==> src/rtl/hlock_pkg.sv <==
package hlock_pkg;
  typedef enum logic {OP_ACQUIRE = 1'b0, OP_RELEASE = 1'b1} lock_op_e;

  // index width; a one-lock array still carries a one-bit index
  function automatic int idx_width(input int log2_locks);
    return (log2_locks == 0) ? 1 : log2_locks;
  endfunction
endpackage

==> src/rtl/hlock_hash.sv <==
module hlock_hash #(
  parameter int ADDR_W    = 32,
  parameter int LOCK_LOG2 = 4,
  parameter int IDX_W     = 4
) (
  input  logic [ADDR_W-1:0] addr,
  output logic [IDX_W-1:0]  idx
);
  generate
    if (LOCK_LOG2 == 0) begin : g_global
      assign idx = addr[0] & ~addr[0];
    end else begin : g_fold
      assign idx = addr[LOCK_LOG2+1:2] ^ addr[2*LOCK_LOG2+1:LOCK_LOG2+2];
    end
  endgenerate
endmodule

==> src/rtl/hlock_resolve.sv <==
module hlock_resolve #(
  parameter int NUM_REQ = 4,
  parameter int NLOCKS  = 16,
  parameter int IDX_W   = 4
) (
  input  logic [NLOCKS-1:0]             held,
  input  logic [NUM_REQ-1:0]            valid,
  input  logic [NUM_REQ-1:0]            release_op,
  input  logic [NUM_REQ-1:0][IDX_W-1:0] idx,
  output logic [NLOCKS-1:0]             held_nxt,
  output logic [NUM_REQ-1:0]            ok,
  output logic                          bad_release
);
  logic [NLOCKS-1:0] cur;

  // serial semantics in ascending requester order within one cycle
  always_comb begin
    cur = held;
    ok  = '0;
    for (int i = 0; i < NUM_REQ; i++) begin
      if (valid[i]) begin
        if (release_op[i] == hlock_pkg::OP_RELEASE) begin
          ok[i]       = cur[idx[i]];
          cur[idx[i]] = 1'b0;
        end else begin
          ok[i]       = ~cur[idx[i]];
          cur[idx[i]] = 1'b1;
        end
      end
    end
    held_nxt    = cur;
    bad_release = |(valid & release_op & ~ok);
  end
endmodule

==> src/rtl/hlock_store.sv <==
module hlock_store #(
  parameter int NLOCKS = 16
) (
  input  logic              clk,
  input  logic              rst,
  input  logic [NLOCKS-1:0] held_nxt,
  output logic [NLOCKS-1:0] held
);
  always_ff @(posedge clk) begin
    if (rst) held <= '0;
    else     held <= held_nxt;
  end

  p_reset_clears_r8: assert property (@(posedge clk) rst |=> (held == '0));
endmodule

==> src/rtl/hashed_lock_unit.sv <==
module hashed_lock_unit #(
  parameter int NUM_REQ   = 4,
  parameter int ADDR_W    = 32,
  parameter int LOCK_LOG2 = 4
) (
  input  logic                      clk,
  input  logic                      rst,
  input  logic [NUM_REQ-1:0]        req_valid,
  input  logic [NUM_REQ-1:0]        req_release,
  input  logic [NUM_REQ*ADDR_W-1:0] req_addr,
  output logic [NUM_REQ-1:0]        resp_valid,
  output logic [NUM_REQ-1:0]        resp_ok,
  output logic                      rel_err
);
  localparam int NLOCKS = 1 << LOCK_LOG2;
  localparam int IDX_W  = hlock_pkg::idx_width(LOCK_LOG2);

  logic [NUM_REQ-1:0][IDX_W-1:0] idx;
  logic [NLOCKS-1:0]             held, held_nxt;
  logic [NUM_REQ-1:0]            ok;
  logic                          bad_release;

  generate
    for (genvar g = 0; g < NUM_REQ; g++) begin : g_hash
      hlock_hash #(.ADDR_W(ADDR_W), .LOCK_LOG2(LOCK_LOG2), .IDX_W(IDX_W)) u_hash (
        .addr (req_addr[g*ADDR_W +: ADDR_W]),
        .idx  (idx[g])
      );
    end
  endgenerate

  hlock_resolve #(.NUM_REQ(NUM_REQ), .NLOCKS(NLOCKS), .IDX_W(IDX_W)) u_resolve (
    .held        (held),
    .valid       (req_valid),
    .release_op  (req_release),
    .idx         (idx),
    .held_nxt    (held_nxt),
    .ok          (ok),
    .bad_release (bad_release)
  );

  hlock_store #(.NLOCKS(NLOCKS)) u_store (
    .clk      (clk),
    .rst      (rst),
    .held_nxt (held_nxt),
    .held     (held)
  );

  always_ff @(posedge clk) begin
    if (rst) begin
      resp_valid <= '0;
      resp_ok    <= '0;
      rel_err    <= 1'b0;
    end else begin
      resp_valid <= req_valid;
      resp_ok    <= ok;
      rel_err    <= rel_err | bad_release;
    end
  end

  // requester 0 is never overtaken, so its answer follows the stored bit alone
  p_acq_free_wins_r1: assert property (@(posedge clk) disable iff (rst)
    (req_valid[0] && !req_release[0] && !held[idx[0]]) |=> resp_ok[0]);
  p_acq_held_fails_r2: assert property (@(posedge clk) disable iff (rst)
    (req_valid[0] && !req_release[0] && held[idx[0]]) |=> (!resp_ok[0] && held == $past(held)));
  p_rel_clears_r3: assert property (@(posedge clk) disable iff (rst)
    (req_valid[0] && req_release[0] && held[idx[0]]) |=> resp_ok[0]);
  p_bad_rel_flags_r4: assert property (@(posedge clk) disable iff (rst)
    (req_valid[0] && req_release[0] && !held[idx[0]]) |=> (rel_err && !resp_ok[0]));
  p_err_sticky_r4: assert property (@(posedge clk) disable iff (rst)
    rel_err |=> rel_err);

  generate
    for (genvar g = 0; g < NUM_REQ; g++) begin : g_resp_chk
      p_resp_pulse_r7: assert property (@(posedge clk) disable iff (rst)
        req_valid[g] |=> resp_valid[g]);
      p_no_spurious_r7: assert property (@(posedge clk) disable iff (rst)
        !req_valid[g] |=> !resp_valid[g]);
      p_ok_needs_valid_r7: assert property (@(posedge clk) disable iff (rst)
        resp_ok[g] |-> resp_valid[g]);
    end
  endgenerate
endmodule

==> config.mk <==
export PLATFORM = sky130hd
export DESIGN_NAME = hashed_lock_unit
export DESIGN_NICKNAME = d
export VERILOG_FILES = /design/src/rtl/hlock_pkg.sv /design/src/rtl/hlock_hash.sv /design/src/rtl/hlock_resolve.sv /design/src/rtl/hlock_store.sv /design/src/rtl/hashed_lock_unit.sv
export SDC_FILE = /design/constraint.sdc
export NUM_CORES = 1
export LEC_CHECK = 0
export BUFFER_PORTS_ARGS = -buffer_cell sky130_fd_sc_hd__clkbuf_2
export CAP_MARGIN = 0
export CELL_PAD_IN_SITES_DETAIL_PLACEMENT = 1
export CELL_PAD_IN_SITES_GLOBAL_PLACEMENT = 2
export CORE_ASPECT_RATIO = 0.5
export CORE_MARGIN = 2
export CORE_UTILIZATION = 21
export DETAILED_ROUTE_END_ITERATION = 10
export PLACE_DENSITY_LB_ADDON = 0.1
export SETUP_SLACK_MARGIN = 0.2
export SLEW_MARGIN = 20
export SYNTH_ARGS = -nofsm -noshare
export SYNTH_HDL_FRONTEND = slang
export SYNTH_SLANG_ARGS = --single-unit
==> constraint.sdc <==
create_clock -name clk -period 1.93 [get_ports clk]
set_input_delay 0.0965 -clock clk [delete_from_list [all_inputs] [get_ports clk]]
set_output_delay 0.0965 -clock clk [all_outputs]
set_load 0.05 [all_outputs]
# --- After elaboration in Yosys (flattened, before gate mapping) ---
# Index checks and enable logic that the tools add are counted.
totals:
  word_cells: 73
  regBits: 25
  in_bits: 138
op_classes:
  bitwise_logic: 24
  muxes: 32
  n_reduce_logical: 5
  order_cmp: 8
op_table:
  columns: ["cell", "n"]
  rows:
  - ["$mux W16", 8]
  - ["$and A16 B16 Y16", 4]
  - ["$not A16 Y16", 4]
  - ["$or A16 B16 Y16", 4]
  - ["$lt A4 B5 Y1 const B", 4]
  - ["$bmux W1 S4", 4]
  - ["$demux W1 S4", 4]
  - ["$ge A4 B1 Y1 const B", 4]
  - ["$mux W1", 16]
  - ["$xor A4 B4 Y4", 4]
  - ["$and A4 B4 Y4", 2]
  - ["$logic_and A1 B1 Y1", 4]
  - ["$not A1 Y1", 4]
  - ["$not A4 Y4", 1]
  - ["$reduce_or A4 Y1", 1]
  - ["$or A1 B1 Y1", 1]

# --- Longest topological paths before layout ---
# Gate-level depths: netlist of the first run.
logic_depth:
  depth_word: 24
  mapped_depth: 10
  mapped_depth_nobuf: 9

# --- Modules after synthesis ---
# Synthesis of the first run repeated with hierarchy kept, for this count alone.
unflattened:
  cells_unflattened: 405
  hier_area_um2: 2960.3
modules_own_cells:
  columns: ["module", "cells_each", "seq_area_each_um2", "area_each_um2", "instances"]
  rows:
  - ["hlock_resolve", 338, 0.0, 2095.8, 1]
  - ["hlock_store", 33, 320.3, 464.2, 1]
  - ["hashed_lock_unit", 18, 180.2, 260.2, 1]
  - ["hlock_hash", 4, 0.0, 35.0, 4]

# --- Least setup slack after synthesis of the first run ---
# Ideal clock, no wire load.
synth_timing:
  path_kind: "input to register"
  startpoint: "input req_release[0]"
  endpoint: "register rel_err"
  path_buffers: 2
  t_required_ns: 1.792
  setup_ns: 0.138
  cell_stages: 10
  t_arrival_ns: 1.990
  path_slack_ns: -0.198
  path_cell_list: "clkbuf_1 or3_1 clkbuf_1 or2_0 nand3_1 a211oi_1 nor4_1 o211ai_1 a311oi_1 o221ai_1"
synth_between:
  elab_chain_len: 17
  word_cells_on_any_way: 32
synth_lines:
  columns: ["item", "line", "source"]
  rows:
  - ["start, declared", "hashed_lock_unit.sv:9", "input logic [NUM_REQ-1:0] req_release,"]
  - ["$mux W16", "hlock_resolve.sv:22", "if (release_op[i] == hlock_pkg::OP_RELEASE) begin"]
  - ["$mux W16", "hlock_resolve.sv:21", "if (valid[i]) begin"]
  - ["$or A16 B16 Y16 (no line) / $and A16 B16 Y16 (equally long branches)", null, null]
  - ["$mux W16", "hlock_resolve.sv:22", null]
  - ["$mux W16", "hlock_resolve.sv:21", null]
  - ["$or A16 B16 Y16 (no line) / $and A16 B16 Y16 (equally long branches)", null, null]
  - ["$mux W16", "hlock_resolve.sv:22", null]
  - ["$mux W16", "hlock_resolve.sv:21", null]
  - ["$bmux W1 S4", "hlock_resolve.sv:23, hlock_resolve.sv:26", null]
  - ["$mux W1 (implied by the code)", "hlock_resolve.sv:23, hlock_resolve.sv:26", null]
  - ["$not A1 Y1", "hlock_resolve.sv:26", "ok[i] = ~cur[idx[i]];"]
  - ["$mux W1", "hlock_resolve.sv:22", null]
  - ["$mux W1", "hlock_resolve.sv:21", null]
  - ["$not A4 Y4", "hlock_resolve.sv:32", "bad_release = |(valid & release_op & ~ok);"]
  - ["$and A4 B4 Y4 (*)", "hlock_resolve.sv:32", null]
  - ["$reduce_or A4 Y1 (*)", "hlock_resolve.sv:32", null]
  - ["$or A1 B1 Y1 (*)", "hashed_lock_unit.sv:57", "rel_err <= rel_err | bad_release;"]
  - ["end signal, assigned", "hashed_lock_unit.sv:57", null]
  - ["end, declared", "hashed_lock_unit.sv:13", "output logic rel_err"]
# Every way passes the cells marked *; elsewhere a longest branch is shown, timed or not. The select of a mux whose other input is x is not followed.
# A chain may end at the register's enable or synchronous reset.

# --- Final worst setup path of the first run ---
layout_timing:
  startpoint: "input req_addr[39]"
  endpoint: "register resp_ok[3]"
layout_between:
  elab_chain_len: 17
  word_cells_on_any_way: 20
layout_lines:
  columns: ["item", "line", "source"]
  rows:
  - ["start, declared", "hashed_lock_unit.sv:10", "input logic [NUM_REQ*ADDR_W-1:0] req_addr,"]
  - ["$xor A4 B4 Y4 (*)", "hlock_hash.sv:13", "assign idx = addr[LOCK_LOG2+1:2] ^ addr[2*LOCK_LOG2+1:LOCK_LOG2+2];"]
  - ["$lt A4 B5 Y1 (implied by the code) / $ge A4 B1 Y1 (equally long branches)", "hlock_resolve.sv:24, hlock_resolve.sv:27", null]
  - ["$logic_and A1 B1 Y1 (implied by the code)", "hlock_resolve.sv:24, hlock_resolve.sv:27", null]
  - ["$mux W1 (implied by the code)", "hlock_resolve.sv:24, hlock_resolve.sv:27", null]
  - ["$demux W1 S4 (*)", null, null]
  - ["$not A16 Y16 (no line)", null, null]
  - ["$and A16 B16 Y16 (no line)", null, null]
  - ["$mux W16 (*)", "hlock_resolve.sv:22", null]
  - ["$mux W16 (*)", "hlock_resolve.sv:21", null]
  - ["$or A16 B16 Y16 (no line) / $and A16 B16 Y16 (equally long branches)", null, null]
  - ["$mux W16", "hlock_resolve.sv:22", null]
  - ["$mux W16 (*)", "hlock_resolve.sv:21", null]
  - ["$bmux W1 S4 (*)", "hlock_resolve.sv:23, hlock_resolve.sv:26", null]
  - ["$mux W1 (implied by the code) (*)", "hlock_resolve.sv:23, hlock_resolve.sv:26", null]
  - ["$not A1 Y1", "hlock_resolve.sv:26", null]
  - ["$mux W1 (*)", "hlock_resolve.sv:22", null]
  - ["$mux W1 (*)", "hlock_resolve.sv:21", null]
  - ["end signal, assigned", "hashed_lock_unit.sv:56", "resp_ok <= ok;"]
  - ["end, declared", "hashed_lock_unit.sv:12", "output logic [NUM_REQ-1:0] resp_ok,"]
# Marks and branches as above.

==> results of run 1 <==
[cells in the final DEF (no fill, tap or decap), types with 8 or more instances in the layout]
master	n
sky130_fd_sc_hd__o21a_1	9
sky130_fd_sc_hd__xor2_1	10
sky130_fd_sc_hd__o22ai_2	8
sky130_fd_sc_hd__and3_1	8
sky130_fd_sc_hd__clkbuf_2	42
sky130_fd_sc_hd__nand3_1	26
sky130_fd_sc_hd__mux2i_1	11
sky130_fd_sc_hd__xnor2_1	13
sky130_fd_sc_hd__nand2_1	24
sky130_fd_sc_hd__a21oi_1	8
sky130_fd_sc_hd__o22ai_1	8
sky130_fd_sc_hd__buf_6	11
sky130_fd_sc_hd__buf_4	107
sky130_fd_sc_hd__o21ai_0	9
sky130_fd_sc_hd__nor2_1	44
sky130_fd_sc_hd__o21ai_2	9
sky130_fd_sc_hd__dfxtp_1	25
sky130_fd_sc_hd__a311oi_1	9
[synth_stat cells, drive strengths merged]
master and count:
o311a 1, a32o 1, or3 8, mux4 4
o22a 1, xor2 17, nand3 33, mux2i 16
a311oi 10, nand2b 1, or2 1, nor4 7
nand3b 1, xnor2 18, nand2 27, buf 5
a21oi 9, o32ai 3, nor2b 5, o21ai 28
o311ai 2, a22oi 2, and3 10, and4 1
a32oi 4, and2 3, nor3 7, o41ai 1
nand4 4, nor2 49, o211ai 4, dfxtp 25
o221ai 1, a211oi 10, o21a 12, clkbuf 17
o31ai 3, o22ai 20
[sequential cells by signal (all words and copies together), names as in the netlist]
name and cells:
rel_err 1, resp_ok 4, resp_valid 4, u_store.held 16
[routing by layer]
metal  wire, um  GRT usage
met5          0          0
met3       1020     0.0588
met4         97     0.0167
met2       5920      0.284
met1       7150      0.298
[worst max-delay path, cell delays in order]
cell                       delay (ns)
sky130_fd_sc_hd__clkbuf_2        0.12
sky130_fd_sc_hd__xnor2_1         0.20
sky130_fd_sc_hd__buf_4           0.17
sky130_fd_sc_hd__nand3_1         0.15
sky130_fd_sc_hd__buf_4           0.21
sky130_fd_sc_hd__o22ai_4         0.15
sky130_fd_sc_hd__o21ai_4         0.11
sky130_fd_sc_hd__mux2i_2         0.22
sky130_fd_sc_hd__nor3_1          0.11
sky130_fd_sc_hd__o41ai_2         0.31
sky130_fd_sc_hd__and4_4          0.30
sky130_fd_sc_hd__mux2i_1         0.19
[power by group]
part,leakage (nW),total [mW],switching [mW],internal (mW)
logic,1.56,1.65,0.901,0.754
registers,0.205,0.604,0.0393,0.565
clock network,0.0371,0.482,0.200,0.282
total,1.81,2.74,1.14,1.60
[through the flow]
step                      worst slack [ns]  TNS [ns]  utilization  power, mW
after floorplan                    -0.0808    -0.215            -       1.27
after global placement              -0.649     -5.69        0.309       1.91
after detailed placement            -0.673     -5.71        0.309       1.92
after CTS                           -0.255    -0.816        0.337       2.51
after global routing                -0.332     -1.20        0.379       2.90
final                               -0.204    -0.737        0.379       2.74
[path summary, 6_finish.rpt]
path,from,to,slack [ns],cells past startpoint
hold reg to reg,rel_err$_SDFF_PP0_,rel_err$_SDFF_PP0_,0.87,3
hold / removal,req_valid[3],resp_valid[3]$_SDFF_PP0_,0.16,2
setup / recovery,req_addr[39],resp_ok[3]$_SDFF_PP0_,-0.20,12
setup reg to reg,u_store.held[9]$_SDFF_PP0_,resp_ok[3]$_SDFF_PP0_,-0.04,7
[cells by family after synthesis]
group	Yosys count	share of synthesized area
AND/OR/NAND/NOR	157	0.280
AO/OA/AOI/OAI	112	0.283
XOR/XNOR	35	0.119
flip-flops	25	0.185
buffers and inverters	22	0.0343
multiplexers	20	0.0982
[final cells by class]
class	count	area (um2)	area share
multi-input cells	324	2760	0.578
repair buffers	166	1220	0.255
flip-flops and latches	25	500	0.105
well taps	170	213	0.0446
clock buffers	3	75.1	0.0157
clock inverters	1	7.51	0.00157
[what timing repair did]
action,in CTS,in global routing
endpoints found under the setup margin,19,21
resized for setup,46,95
cloned,0,0
pin swaps,9,25
setup buffers,6,6
==> summary.txt, run 1 <==
Outcome: complete, but fails checks
Violations in the final reports: negative setup slack
Maximum clock path buffer count: 2
Arrival @ worst endpoint: 2.33 ns
Average cell area after synthesis: 7.28 um2
Min Hold Slack: 0.164 ns
Number of vias per cell: 5.27
Count of endpoints failing hold in the final timing report: 0
Post-Syn Instances: 371
Total iterations of the first detailed-routing run: 5
Port buffer count: 50
Largest net degree at the start of global routing: 22
Synth area leader: sky130_fd_sc_hd__dfxtp_1
Number of synthesized register bits: 25
Distinct cells, synth: 46
Synth-to-layout area growth: 76.6%
Gp weighted congestion: 0.895
Number of global-route vias before repair: 3,557
Area share of the leading cell type in the synthesized netlist: 0.185
Drt first-iter violations: 234
CTS buffer count: 3
Slew headroom: 0.638
Max-cap violations: 0
Final Setup Violations: 5
Vias after detailed routing: 3,631
Non-filler instance count after layout: 689
DR DRC count: 0
Post-synthesis cell area: 0.00270 mm2
Post-route ant nets: 0
Nature of the critical path endpoint: flop
Worst path setup slack after routing: -0.204 ns
# IOs: 147
Antenna violations before repair: 0
Final routed wirelength across all metal layers: 14,200 um
Placed wire-length estimate after detailed placement: 11,400 um
Clock tree from TritonCTS: built
Deepest level of the CTS H-tree: 1
Count of clock tree sinks: 25
Period utilization: 1.11
Synth area leaders: sky130_fd_sc_hd__dfxtp_1, sky130_fd_sc_hd__nor2_1, sky130_fd_sc_hd__mux2i_1, sky130_fd_sc_hd__nand3_1, sky130_fd_sc_hd__xnor2_1
Library cell used as clock root buffer: sky130_fd_sc_hd__clkbuf_16
Final clock skew: 0.00443 ns
Final-layout fill cell count: 1,488
Area of the core: 0.0126 mm2
Die outline area: 0.0138 mm2
CP Class: in -> reg
Part of the Yosys area used for sequential elements: 0.185
Vertical die dimension: 84.2 um
Worst endpoint required time: 2.12 ns
Initial core utilization: 0.214
Fmax: 469 MHz
Row cnt: 29
Pwr Density: 575 mW/mm2
Warning count from the yosys run: 0
Pin slew with the least headroom to its limit: 0.543 ns
Placed Area: 0.00389 mm2
Startpoint type of the worst setup path: input port
Drt wl/cell: 20.6 um
Congestion Overflow GR: 0
Worst-path fanout max: 5
Final Net Count: 658
# hold bufs at CTS: 0
Leakage: 1.81 nW
Clk Latency, worst-skew pair: 0.26 ns
Ant diodes: 0
Fraction of final layout cells with drive strength greater than 1: 0.503
Worst vdd rail ir drop: 0.000391 V
GRT Util Overall: 0.198
Clk slew on worst S/H paths: 0.07 ns
Width of the die: 164 um
Number of instances in the placed design: 673
Wire length of the first global-routing pass: 20,900 um
Summed area of non-filler cells in the final layout: 0.00477 mm2
Fin crit period: 2.13 ns
Net count of the mapped netlist: 509
Max-slew violations: 0
Hold WC Path Type: in -> reg
Unrepaired setup endpoints after global routing: true
(Power assumes the default switching activity.)
==> run 2, diff against run 1 <==
Settings changed: CORE_MARGIN 2 to 4, PLACE_DENSITY_LB_ADDON 0.1 to 0.08.
==> summary.txt, run 2 (synthesis gave the netlist of run 1 again) <==
Outcome: complete, but fails checks
Violations in the final reports: negative setup slack
Worst path setup slack after routing: -0.233 ns
Placed Area: 0.00388 mm2
Commonest cells after routing, fill and taps aside: sky130_fd_sc_hd__buf_4, sky130_fd_sc_hd__nor2_1, sky130_fd_sc_hd__clkbuf_2
Post-route ant nets: 0
CTS buffer count: 3
Die outline area: 0.0148 mm2
Row cnt: 28
# IOs: 147
Period utilization: 1.12
Pwr Density: 583 mW/mm2
CP Class: in -> reg
Post-placement setup slack: -0.759 ns
Drt wl/cell: 21.2 um
Fin crit period: 2.16 ns
Part of the total power dissipated in combinational logic: 0.592
Maximum clock path buffer count: 2
Top routing layer in use: met4
Max-cap violations: 0
Count of clock tree sinks: 25
Slew headroom: 0.622
Fmax: 462 MHz
Final Net Count: 655
DR DRC count: 0
Synth-to-layout area growth: 69.6%
Drt first-iter violations: 160
Clk Latency, worst-skew pair: 0.27 ns
Placed wire-length estimate after detailed placement: 11,900 um
Clock tree from TritonCTS: built
Critical-path top delay cell: sky130_fd_sc_hd__or3_4
Unrepaired setup endpoints after global routing: true
Worst-path fanout max: 8
Number of vias per cell: 5.17
Gp weighted congestion: 0.940
Startpoint type of the worst setup path: input port
Width of the die: 168 um
Summed area of non-filler cells in the final layout: 0.00458 mm2
# hold bufs at CTS: 0
Final Setup Violations: 4
Number of global-route vias before repair: 3,822
Delay of the slowest cell on the worst path: 0.46 ns
Hold WC Path Type: in -> reg
Routed length on met2: 5960 um
Worst vdd rail ir drop: 0.000278 V
GRT Util Overall: 0.192
Fraction of final layout cells with drive strength greater than 1: 0.484
Port buffer count: 50
Register with the most flip-flops: u_store.held
Vertical die dimension: 88.2 um
Pin slew with the least headroom to its limit: 0.564 ns
Count of endpoints failing hold in the final timing report: 0
Largest net degree at the start of global routing: 22
Initial core utilization: 0.221
Congestion Overflow GR: 0
Clk slew on worst S/H paths: 0.07 ns
Wire length of the first global-routing pass: 21,900 um
Delay-heaviest family, CP: compound AO/OA/AOI/OAI gates
Registers with the highest flip-flop counts: u_store.held: 16 flops, resp_ok: 4 flops, resp_valid: 4 flops
Net Sw Frac: 0.419
Setup TNS Final: -0.590 ns
Arrival @ worst endpoint: 2.36 ns
Power share of the clock group: 0.182
Total iterations of the first detailed-routing run: 4
Sw power: 1.12 mW
Chain of cells forming the critical path: clkbuf_16 > xor2_4 > or3_4 > o22a_1 > a32o_2 > mux2i_4 > o22ai_1 > a32oi_1 > and4_1 > mux2i_1
Deepest level of the CTS H-tree: 1
Final routed wirelength across all metal layers: 14,400 um
Area of the core: 0.0122 mm2
Ant diodes: 0
Final core utilization: 0.376
M1 wire length: 7580 um
Crit path buf inv count: 1
Most common cell after layout, fill and taps aside: sky130_fd_sc_hd__buf_4
Leakage: 1.77 nW
Nature of the critical path endpoint: flop
Max-slew violations: 0
Vias after detailed routing: 3,524
Sequential share of power: 0.226
Internal portion of total power: 1.55 mW
Library cell used as clock root buffer: sky130_fd_sc_hd__clkbuf_16
Final clock skew: 0.00652 ns
Met3 wire len: 746 um
Worst endpoint required time: 2.13 ns
Antenna violations before repair: 0
Number of flip-flops under the largest register name: 16
==> run 2: final timing paths <==
path / startpoint / endpoint / slack (ns) / cells after the start
worst min-delay path: req_valid[3] / resp_valid[3]$_SDFF_PP0_ / 0.17 / 2
worst min register to register: rel_err$_SDFF_PP0_ / rel_err$_SDFF_PP0_ / 0.91 / 3
worst max-delay path: req_addr[9] / resp_ok[3]$_SDFF_PP0_ / -0.23 / 10
worst max register to register: u_store.held[6]$_SDFF_PP0_ / resp_ok[3]$_SDFF_PP0_ / -0.06 / 8
==> run 2: repair_timing <==
action	4_1_cts	5_1_grt
setup endpoints to repair	18	19
gates resized for setup	75	39
setup buffers	7	4
pin swaps	31	14
==> run 2: stage by stage <==
| step | hold WS [ns] | power (mW) | cells |
|---|---|---|---|
| final | 0.170 | 2.67 | 681 |
| after global routing | 0.193 | 2.82 | 681 |
| after CTS | 0.176 | 2.57 | 677 |
| after detailed placement | 0.465 | 1.93 | 666 |
| after global placement | 0.457 | 1.92 | 666 |
| after floorplan | 0.187 | 1.27 | 371 |
==> run 2: cell type report <==
| class | instances | area [um2] |
|---|---|---|
| Timing Repair Buffer | 163 | 1190 |
| Clock buffer | 3 | 75.1 |
| Clock inverter | 1 | 5.00 |
| Fill cell | 1461 | 7610 |
| Sequential cell | 25 | 500 |
| Multi-Input combinational cell | 324 | 2600 |
| Tap cell | 165 | 206 |
==> run 2: power groups by stage <==
stage | Sequential [mW] | Clock, mW | Combinational (mW)
after floorplan | 0.656 | 0 | 0.611
after global placement | 0.610 | 0 | 1.31
after detailed placement | 0.610 | 0 | 1.32
after CTS | 0.601 | 0.499 | 1.47
after global routing | 0.607 | 0.525 | 1.69
final | 0.603 | 0.486 | 1.58
==> run 2: per-layer routing <==
layer / global-route usage / up-vias
met2: 0.291 / 97
met5: 0 / -
li1: - / 1695
met4: 0.0324 / 0
met1: 0.288 / 1719
met3: 0.0334 / 13
==> run 3, diff against run 2 <==
Settings changed: REMOVE_ABC_BUFFERS set to 1.
==> summary.txt, run 3 (synthesis gave the netlist of run 1 again) <==
Unrepaired setup endpoints after global routing: true
Worst-path fanout max: 7
Worst path setup slack after routing: -0.199 ns
Antenna violations before repair: 0
Max-cap violations: 0
Outcome: complete, but fails checks
Clk Latency, worst-skew pair: 0.27 ns
Deepest level of the CTS H-tree: 1
Register with the most flip-flops: u_store.held
Congestion Overflow GR: 0
Area of the core: 0.0122 mm2
Count of endpoints failing hold in the final timing report: 0
DR DRC count: 0
Pin slew with the least headroom to its limit: 0.632 ns
Hold WC Path Type: in -> reg
Clk slew on worst S/H paths: 0.07 ns
Worst vdd rail ir drop: 0.000296 V
Post-route ant nets: 0
Final Net Count: 663
Wire length of the first global-routing pass: 22,100 um
Drt first-iter violations: 307
Synth-to-layout area growth: 84.0%
Total iterations of the first detailed-routing run: 5
Min Hold Slack: 0.163 ns
Startpoint type of the worst setup path: input port
Fraction of final layout cells with drive strength greater than 1: 0.542
Final clock skew: 0.00441 ns
Arrival @ worst endpoint: 2.33 ns
Leakage: 1.89 nW
Registers with the highest flip-flop counts: u_store.held: 16 flops, resp_ok: 4 flops, resp_valid: 4 flops
Number of flip-flops under the largest register name: 16
Commonest cells after routing, fill and taps aside: sky130_fd_sc_hd__buf_4, sky130_fd_sc_hd__nor2_1, sky130_fd_sc_hd__clkbuf_2
Number of vias per cell: 5.37
Die outline area: 0.0148 mm2
Initial core utilization: 0.221
CTS buffer count: 3
Fmax: 470 MHz
Final Setup Violations: 5
Worst-case register-to-register setup slack: -0.01 ns
Width of the die: 168 um
Area used by multi-input combinational logic: 0.00282 mm2
Violations in the final reports: negative setup slack
Most common cell after layout, fill and taps aside: sky130_fd_sc_hd__buf_4
# IOs: 147
Max-slew violations: 0
Slew headroom: 0.577
Nature of the critical path endpoint: flop
Area taken by flip-flops and latches: 500 um2
GRT Util Overall: 0.194
Final routed wirelength across all metal layers: 14,700 um
Number of global-route vias before repair: 3,725
Library cell used as clock root buffer: sky130_fd_sc_hd__clkbuf_16
Largest net degree at the start of global routing: 22
Final-layout fill cell count: 1,434
Vias after detailed routing: 3,700
Gp weighted congestion: 0.906
CP Class: in -> reg
Period utilization: 1.10
Worst endpoint required time: 2.13 ns
Vertical die dimension: 88.2 um
Clock tree from TritonCTS: built
Ant diodes: 0
Port buffer count: 50
Post-placement setup slack: -0.651 ns
Count of clock tree sinks: 25
Drt wl/cell: 21.4 um
Setup TNS Final: -0.745 ns
Maximum clock path buffer count: 2
Fin crit period: 2.13 ns
Pwr Density: 573 mW/mm2
Placed wire-length estimate after detailed placement: 11,300 um
Row cnt: 28
[run 3: changes by cell type in the layout (fill, tap and decap cells not counted), moves of 5 or more]
cell,previous run,this run
sky130_fd_sc_hd__buf_6,6,26
sky130_fd_sc_hd__buf_4,106,98
sky130_fd_sc_hd__o22ai_1,13,7
sky130_fd_sc_hd__o22ai_2,5,10
[run 3: metrics by stage]
stage / utilization / instance area [um2] / power [mW] / std cells
CTS: 0.368 / 4490 / 2.62 / 680
global placement: 0.310 / 3780 / 1.89 / 660
global route: 0.407 / 4970 / 2.99 / 689
floorplan: - / 2610 / 1.22 / 349
finish: 0.407 / 4970 / 2.85 / 689
detailed placement: 0.310 / 3780 / 1.89 / 660
[run 3: critical path, cell delays in order]
cell and delay, ns:
sky130_fd_sc_hd__clkbuf_16 0.13, sky130_fd_sc_hd__xnor2_4 0.13, sky130_fd_sc_hd__buf_6 0.12, sky130_fd_sc_hd__or3_4 0.38, sky130_fd_sc_hd__o22a_1 0.17, sky130_fd_sc_hd__a32o_2 0.26
sky130_fd_sc_hd__mux2i_2 0.21, sky130_fd_sc_hd__o22ai_1 0.12, sky130_fd_sc_hd__a32oi_1 0.24, sky130_fd_sc_hd__and4_4 0.27, sky130_fd_sc_hd__mux2i_1 0.18
[run 3: final cells by class]
class / count / share of cell area
Clock inverter: 1 / 0.00151
Multi-Input combinational cell: 324 / 0.568
Timing Repair Buffer: 171 / 0.273
Clock buffer: 3 / 0.0151
Sequential cell: 25 / 0.101
Tap cell: 165 / 0.0416
[run 3: final timing paths]
kind,start,to,cells after the start
max,req_addr[4],resp_ok[3]$_SDFF_PP0_,11
min,req_valid[3],resp_valid[3]$_SDFF_PP0_,2
max reg2reg,u_store.held[8]$_SDFF_PP0_,resp_ok[3]$_SDFF_PP0_,8
min reg2reg,rel_err$_SDFF_PP0_,rel_err$_SDFF_PP0_,3
[run 3: what timing repair did]
item,4_1_cts,5_1_grt
hold buffers,0,0
setup endpoints to repair,19,20
endpoints found under the hold margin,0,0
setup buffers,16,9
gates resized for setup,99,90
pin swaps,34,33
[run 3: per-layer routing]
layer  vias up  track usage  wire [um]
li1       1714            -          -
met1      1850        0.302       7400
met2       125        0.284       6220
met3        11       0.0338       1000
met4         0       0.0265        108
met5         -            0          0
[run 3: power breakdown]
| part | switching (mW) | internal (mW) |
|---|---|---|
| registers | 0.0367 | 0.564 |
| clock network | 0.216 | 0.283 |
| logic | 0.935 | 0.813 |
